===== src/rtl/diag_pkg.sv =====
package diag_pkg;
  typedef enum logic [1:0] {
    ST_IDLE = 2'd0,
    ST_RAIL = 2'd1,
    ST_PAIR = 2'd2,
    ST_OPEN = 2'd3
  } step_e;

  localparam int MK_PAIR = 0;
  localparam int MK_OPEN = 1;
  localparam int MK_RAIL = 2;
  localparam int MK_OCP  = 3;
  localparam int MK_OTP  = 4;
  localparam int NMASK   = 5;

  // result flag owned by the active step
  function automatic logic step_result(step_e s, logic rail, logic pair, logic open_ld);
    case (s)
      ST_RAIL: return rail;
      ST_PAIR: return pair;
      ST_OPEN: return open_ld;
      default: return 1'b0;
    endcase
  endfunction

  // mask bit owned by the active step
  function automatic logic step_masked(step_e s, logic [NMASK-1:0] m);
    case (s)
      ST_RAIL: return m[MK_RAIL];
      ST_PAIR: return m[MK_PAIR];
      ST_OPEN: return m[MK_OPEN];
      default: return 1'b1;
    endcase
  endfunction

  // successor step; open-load only in full runs
  function automatic step_e step_after(step_e s, logic with_open);
    case (s)
      ST_RAIL: return ST_PAIR;
      ST_PAIR: return with_open ? ST_OPEN : ST_IDLE;
      default: return ST_IDLE;
    endcase
  endfunction
endpackage


===== src/rtl/diag_edge.sv =====
module diag_edge (
  input  logic clk,
  input  logic rst_n,
  input  logic lvl,
  output logic rise
);
  logic prev_q;

  always_ff @(posedge clk or negedge rst_n) begin
    if (!rst_n) prev_q <= 1'b0;
    else        prev_q <= lvl;
  end

  assign rise = lvl & ~prev_q;
endmodule


===== src/rtl/diag_cnt.sv =====
module diag_cnt #(
  parameter int LIMIT = 16
) (
  input  logic clk,
  input  logic rst_n,
  input  logic clr,
  input  logic inc,
  output logic hit
);
  localparam int W = (LIMIT > 1) ? $clog2(LIMIT) : 1;
  localparam logic [W-1:0] LAST = W'(LIMIT - 1);

  logic [W-1:0] cnt_q;

  always_ff @(posedge clk or negedge rst_n) begin
    if (!rst_n)   cnt_q <= '0;
    else if (clr) cnt_q <= '0;
    else if (inc) cnt_q <= cnt_q + W'(1);
  end

  assign hit = (cnt_q == LAST);
endmodule


===== src/rtl/diag_fault_seq.sv =====
module diag_fault_seq
  import diag_pkg::*;
#(
  parameter int TMO_CYC = 1000,
  parameter int PER_CYC = 15_000_000
) (
  input  logic             clk,
  input  logic             rst_n,
  input  logic             diag_en,
  input  logic             diag_cont,
  input  logic             diag_clr,
  input  logic [NMASK-1:0] test_mask,
  input  logic             res_valid,
  input  logic             res_rail,
  input  logic             res_short,
  input  logic             res_open,
  input  logic             res_ocp,
  input  logic             res_otp,
  output logic             fault_n,
  output logic             out_dis,
  output logic             amp_sd,
  output logic [1:0]       test_step
);
  localparam int NEDGE = 2;

  step_e step_q;
  logic  boot_q, open_q, per_q, fault_q, dis_q;

  // named internal events
  logic [NEDGE-1:0] lvl, rise;
  logic en_rise, clr_rise;
  logic step_run, step_done, step_hit, mon_hit, detect, flag_set;
  logic tmo_hit, per_hit, per_fire, cancel;
  logic tmo_clr, per_clr;
  step_e step_nx;

  assign lvl = {diag_clr, diag_en};

  for (genvar gi = 0; gi < NEDGE; gi++) begin : g_edge
    diag_edge u_edge (.clk(clk), .rst_n(rst_n), .lvl(lvl[gi]), .rise(rise[gi]));
  end

  assign en_rise  = rise[0];
  assign clr_rise = rise[1];

  assign step_run  = (step_q != ST_IDLE);
  assign step_done = step_run & (res_valid | tmo_hit);
  assign step_hit  = step_run & res_valid & step_result(step_q, res_rail, res_short, res_open);
  assign mon_hit   = res_ocp | res_otp;
  assign detect    = step_hit | mon_hit;
  assign flag_set  = (step_hit & ~step_masked(step_q, test_mask))
                   | (res_ocp & ~test_mask[MK_OCP])
                   | (res_otp & ~test_mask[MK_OTP]);
  assign cancel    = ~diag_cont | ~diag_en;
  assign per_fire  = ~step_run & per_q & per_hit & ~cancel;
  assign step_nx   = step_after(step_q, open_q);

  assign tmo_clr = clr_rise | detect | ~step_run | step_done;
  assign per_clr = clr_rise | detect | step_run | en_rise | per_fire;

  diag_cnt #(.LIMIT(TMO_CYC)) u_tmo (
    .clk(clk), .rst_n(rst_n), .clr(tmo_clr), .inc(1'b1), .hit(tmo_hit)
  );

  diag_cnt #(.LIMIT(PER_CYC)) u_per (
    .clk(clk), .rst_n(rst_n), .clr(per_clr), .inc(per_q), .hit(per_hit)
  );

  always_ff @(posedge clk or negedge rst_n) begin
    if (!rst_n) begin
      step_q  <= ST_RAIL;
      boot_q  <= 1'b1;
      open_q  <= 1'b1;
      per_q   <= 1'b0;
      fault_q <= 1'b0;
      dis_q   <= 1'b0;
    end else if (clr_rise) begin
      step_q  <= ST_IDLE;
      boot_q  <= 1'b0;
      per_q   <= 1'b0;
      fault_q <= 1'b0;
      dis_q   <= 1'b0;
    end else begin
      if (flag_set) fault_q <= 1'b1;
      if (detect)   dis_q   <= 1'b1;
      if (detect) begin
        step_q <= ST_IDLE;
        boot_q <= 1'b0;
        per_q  <= 1'b0;
      end else if (step_run) begin
        if (step_done) begin
          step_q <= step_nx;
          if (step_nx == ST_IDLE) boot_q <= 1'b0;
        end
        if (cancel) per_q <= 1'b0;
      end else if (en_rise) begin
        step_q <= ST_RAIL;
        open_q <= 1'b1;
        per_q  <= diag_cont;
      end else begin
        if (per_fire) begin
          step_q <= ST_RAIL;
          open_q <= 1'b0;
        end
        if (cancel) per_q <= 1'b0;
      end
    end
  end

  assign fault_n   = ~fault_q;
  assign out_dis   = dis_q;
  assign amp_sd    = boot_q;
  assign test_step = step_q;
endmodule


===== config.mk =====
export PLATFORM = sky130hd
export DESIGN_NAME = diag_fault_seq
export DESIGN_NICKNAME = d
export VERILOG_FILES = /design/src/rtl/diag_pkg.sv /design/src/rtl/diag_edge.sv /design/src/rtl/diag_cnt.sv /design/src/rtl/diag_fault_seq.sv
export SDC_FILE = /design/constraint.sdc
export NUM_CORES = 1
export LEC_CHECK = 0
export ABC_AREA = 1
export BUFFER_PORTS_ARGS = -buffer_cell sky130_fd_sc_hd__buf_4
export CAP_MARGIN = 15
export CORE_ASPECT_RATIO = 1.75
export CORE_MARGIN = 10
export CORE_UTILIZATION = 27
export CTS_CLUSTER_SIZE = 8
export DETAILED_ROUTE_END_ITERATION = 7
export PLACE_DENSITY_LB_ADDON = 0.2
export RECOVER_POWER = 25
export SLEW_MARGIN = 5
export SYNTH_ARGS = -nofsm -noshare
export SYNTH_HDL_FRONTEND = slang
export SYNTH_SLANG_ARGS = --single-unit

===== constraint.sdc =====
create_clock -name clk -period 3.82 [get_ports clk]
set_input_delay 0.191 -clock clk [delete_from_list [all_inputs] [get_ports clk]]
set_output_delay 0.191 -clock clk [all_outputs]
set_load 0.01 [all_outputs]

=== Yosys cells after proc, flatten, opt, wreduce, memory -nomap -nowiden ===
Index checks and enable logic that the tools add are counted.

* $add $sub $neg: 2
* Eq/ne operators: 6
* Multiplexer cells: 29
* Bitwise operators: 35
* Reductions and logical operators: 13

{| class="wikitable"
|+ Operators with widths
! kind !! number
|-
| $mux W24 || 2
|-
| $add A24 B1 Y24 const B || 1
|-
| $eq A24 B24 Y1 const B || 1
|-
| $mux W1 || 16
|-
| $mux W2 || 7
|-
| $not A1 Y1 || 12
|-
| $or A1 B1 Y1 || 12
|-
| $and A1 B1 Y1 || 11
|-
| $add A10 B1 Y10 const B || 1
|-
| $eq A10 B10 Y1 const B || 1
|-
| $mux W10 || 1
|-
| $reduce_bool A2 Y1 || 5
|-
| $reduce_bool A3 Y1 || 3
|-
| $pmux W1 S3 || 2
|-
| $reduce_bool A5 Y1 || 1
|-
| $eq A2 B2 Y1 const B || 2
|-
| $ne A4 B2 Y1 const B || 1
|-
| $pmux W2 S2 || 1
|-
| $reduce_and A4 Y1 || 1
|-
| $reduce_and A3 Y1 || 1
|-
| $eq A2 B1 Y1 const B || 1
|-
| $logic_not A2 Y1 || 1
|-
| $reduce_and A2 Y1 || 1
|}

* Bits in registers: 43
* Input bits: 16

=== Logic depth before layout (Yosys ltp) ===
* Word-level depth: 10
* Gate-level depth with buffers: 12

=== Modules after synthesis ===
Synthesis repeated with hierarchy kept, for this count alone.

* Cell total of the unflattened synthesis: 348
* Area total of the unflattened synthesis: 2575.0 um^2

{| class="wikitable"
|+ By module, submodules not included
! module !! times used !! cells each !! area each (um^2)
|-
| diag_cnt at u_per || 1 || 199 || 1426.4
|-
| diag_cnt at u_tmo || 1 || 74 || 564.3
|-
| diag_fault_seq || 1 || 69 || 514.2
|-
| diag_edge || 2 || 3 || 35.0
|}

=== Worst setup path after synthesis ===
No wires, ideal clock.

* Kind: flip-flop to flip-flop
* From: register step_q[0], in the netlist test_step[0]
* To: register step_q[1], in the netlist test_step[1]
* Arrival time: 1645 ps
* Data required time: 3703 ps
* Path slack: 2058 ps
* Stages on the path, launching flop included: 12
* Buffers on the path: 1
* Clock period less this slack: 1762 ps
* Cell sequence: dfstp_2 > inv_1 > ha_1 > nor2_1 > nand2_1 > nand2_1 > nor2_2 > nand3_2 > buf_6 > nand2_2 > nand2_1 > nand2_1

* Longest elaborated chain between the ends: 7

{| class="wikitable"
|+ RTL lines
! item !! line !! text
|-
| from (decl) || diag_fault_seq.sv:26 || <nowiki>step_e step_q;</nowiki>
|-
| from (signal assigned) || diag_fault_seq.sv:92 || <nowiki>step_q <= step_nx;</nowiki>
|-
| branches (longest 7 deep; another with $ne A4 B2 Y1) || - ||
|}

Parallel ways; which one is timed is not known. The select of a mux whose other input is x is not followed.
A chain may end at the register's enable or synchronous reset.

==> reports/results.tsv <==
metric	value	unit
status	finished, violations left	
failing checks	capacitance limit, slew limit	
worst hold-check path type	in2reg	
Setup Buffers After CTS	0	
GRT Total Usage	9.658	%
synthesis-stage register bit count	43	
row count	46	
cell with the most instances after synthesis	nand2_1	
Antenna diodes	0	
Final Max Slew Viols	44	
post-cts resize count	0	
hold path depth	1	
GPL Wtd Cong	0.8699	
routed vias	2156	
most frequent cells after synthesis	nand2_1, nor2_1, inv_1	
slowest CP cell	clkbuf_1	
CORE AREA	9036	um2
DIE WIDTH	92.78	um
CTS H-tree depth	2	
worst slew pin tran	2.376	ns
worst r2r src	test_step[0]$_DFFE_PN1P_	
crit path max fanout	43	
Die Y	147.4	um
final wirelength	6.159	mm
worst clock skew	0.005708	ns
FF-to-FF path depth	11	
Mapped Cells	340	
worst setup path category	in2async	
CP endpoint kind	asynchronous set/reset pin	
MaxCap Viol Count	1	
TritonCTS clock tree	built	
P per Cell Area	348.3	nW/um2
routed vias/inst	4.445	
syn_nets	362	
async set-reset flop share out of synthesis	100.0	%
Seq/Total Area, Yosys	43.15	%
Filler cells	992	
DP HPWL	4.795	mm
Fmax	395.8	MHz
top cell type's share of synthesized area	40.00	%
RSZ-0062 raised after global routing	no	
largest net degree at the start of global routing	44	
Final Critical Period	2.526	ns
Synth cell types	31	
EDFF count, synth	0	
hold_ws	0.04356	ns
Critical path buffers and inverters	2	
final setup fails	0	
nets@finish	386	
startpoint types	input port	
Critical Path Source	rst_n	
Design Power	1.024	mW
Clock transition at path regs	0.06	ns
Multi-input gate area	1200	um2
total CTS buffers	5	
relative slew slack	-58.38	%
Clock Latency Late Sink	0.29	ns
Leak	1.269	nW
routed len/inst	12.70	um
top area cells in the synthesized netlist	dfrtp_1, nand2_1, nor2_1	
Critical Path AT	2.43	ns
crit path cell chain	dlygate4sd3_1 -> clkbuf_1	
Area Growth Syn to Fin	17.45	%
cell taking the most area after synthesis	dfrtp_1	
delay-heaviest family, CP	buffers and inverters	
Clock Path Buffers	2	
vias in the first global route	2214	
synthesized area	2502	um2
DR DRC count	0	
CP required	3.73	ns
DRT Pass-1 Iters	4	
CTS Hold Buffers Added	1	
Final ANT Viol Nets	0	
grt total ovfl	0	
critical path depth	2	
hold_sp	diag_clr	
Hold Fails Final Rpt	0	
Warnings, synthesis	0	
initial antenna violation count	0	
die area	13670	um2
final setup TNS	0	ns
Synth Flop Type	dfrtp_1	
clk sinks	43	
layout cells sized above 1	13.42	%
Root Buffer	clkbuf_16	
placed instance area	2771	um2
Avg Inst Size Synth	7.360	um2
FF+latch area	1080	um2
port bufs	20	
first-pass GRT wire length	10.52	mm
design area	2939	um2
max incr delay on CP	1.67	ns
VDD IR max	201.4	uV
IO Pins	21	
Initial Util	27.69	%
Starting DRT DRC Count	49	
final period utilization	66.13	%
## final cells by class
cell class / instances / share of cell area [%]
well taps: 120 / 5.109
repair buffers: 21 / 5.066
inverters: 51 / 6.513
flip-flops and latches: 43 / 36.74
clock inverters: 3 / 1.490
clock buffers: 5 / 4.257
multi-input cells: 242 / 40.83
## per-layer routing
layer / part of all wire, % / global-route usage [%] / up-vias
li1: - / - / 1108
met1: 38 / 9.284 / 1013
met2: 57 / 18.45 / 23
met3: 2.2 / 1.939 / 12
met4: 3.0 / 4.884 / 0
met5: 0 / 0 / -
## cells in the final DEF (no fill, tap or decap), types with 5 or more instances in the layout
cell type | Yosys | final
nor2_2 | 5 | 5
nand4_1 | 6 | 6
inv_1 | 50 | 50
nor2_1 | 65 | 65
dfrtp_1 | 40 | 40
buf_4 | 2 | 17
a21oi_1 | 13 | 13
nor3_1 | 13 | 13
nand2_2 | 5 | 5
clkbuf_16 | 0 | 5
nand2_1 | 79 | 79
nand3_1 | 23 | 23
ha_1 | 6 | 6
## through the flow
step	utilization, %	instances	setup WS, ns
after floorplan	-	340	2.058
after global placement	30.67	476	1.617
after detailed placement	30.67	476	1.571
after CTS	32.65	485	1.562
after global routing	32.53	485	0.7166
final	32.53	485	1.294
## kinds of logic (layout without fill, tap and decap cells)
logic type,Yosys count,count (layout),share of synthesized area (%)
and+or+nand+nor,210,210,38.25
DFF,43,43,43.15
adders and majority gates,6,6,3.000
AOI/OAI and AO/OA,20,20,4.600
buffers and inverters,55,80,8.899
xor gates and xnor gates,6,6,2.100
## sequential cells by signal (all words and copies together) (netlist names)
register / flops
fault_q: 1
out_dis: 1
g_edge.u_edge.prev_q: 2
u_per.cnt_q: 24
amp_sd: 1
open_q: 1
test_step: 2
u_tmo.cnt_q: 10
per_q: 1
## where the power goes
group          switching [mW]  total (mW)  internal, mW
sequential            0.00546       0.469         0.463
combinational          0.0364      0.0584        0.0220
clock                   0.188       0.496         0.308
## final timing paths
kind                                                     end  slack (ns)
max                              u_per.cnt_q[14]$_DFFE_PN0P_        1.29
min                        g_edge[1].u_edge.prev_q$_DFF_PN0_        0.04
max reg2reg                      u_per.cnt_q[12]$_DFFE_PN0P_        1.58
min reg2reg                         u_tmo.cnt_q[0]$_DFF_PN0_        0.47
max in group clk                 u_per.cnt_q[12]$_DFFE_PN0P_        1.58
min in group asynchronous           u_tmo.cnt_q[4]$_DFF_PN0_        1.15
(Power assumes the default switching activity.)
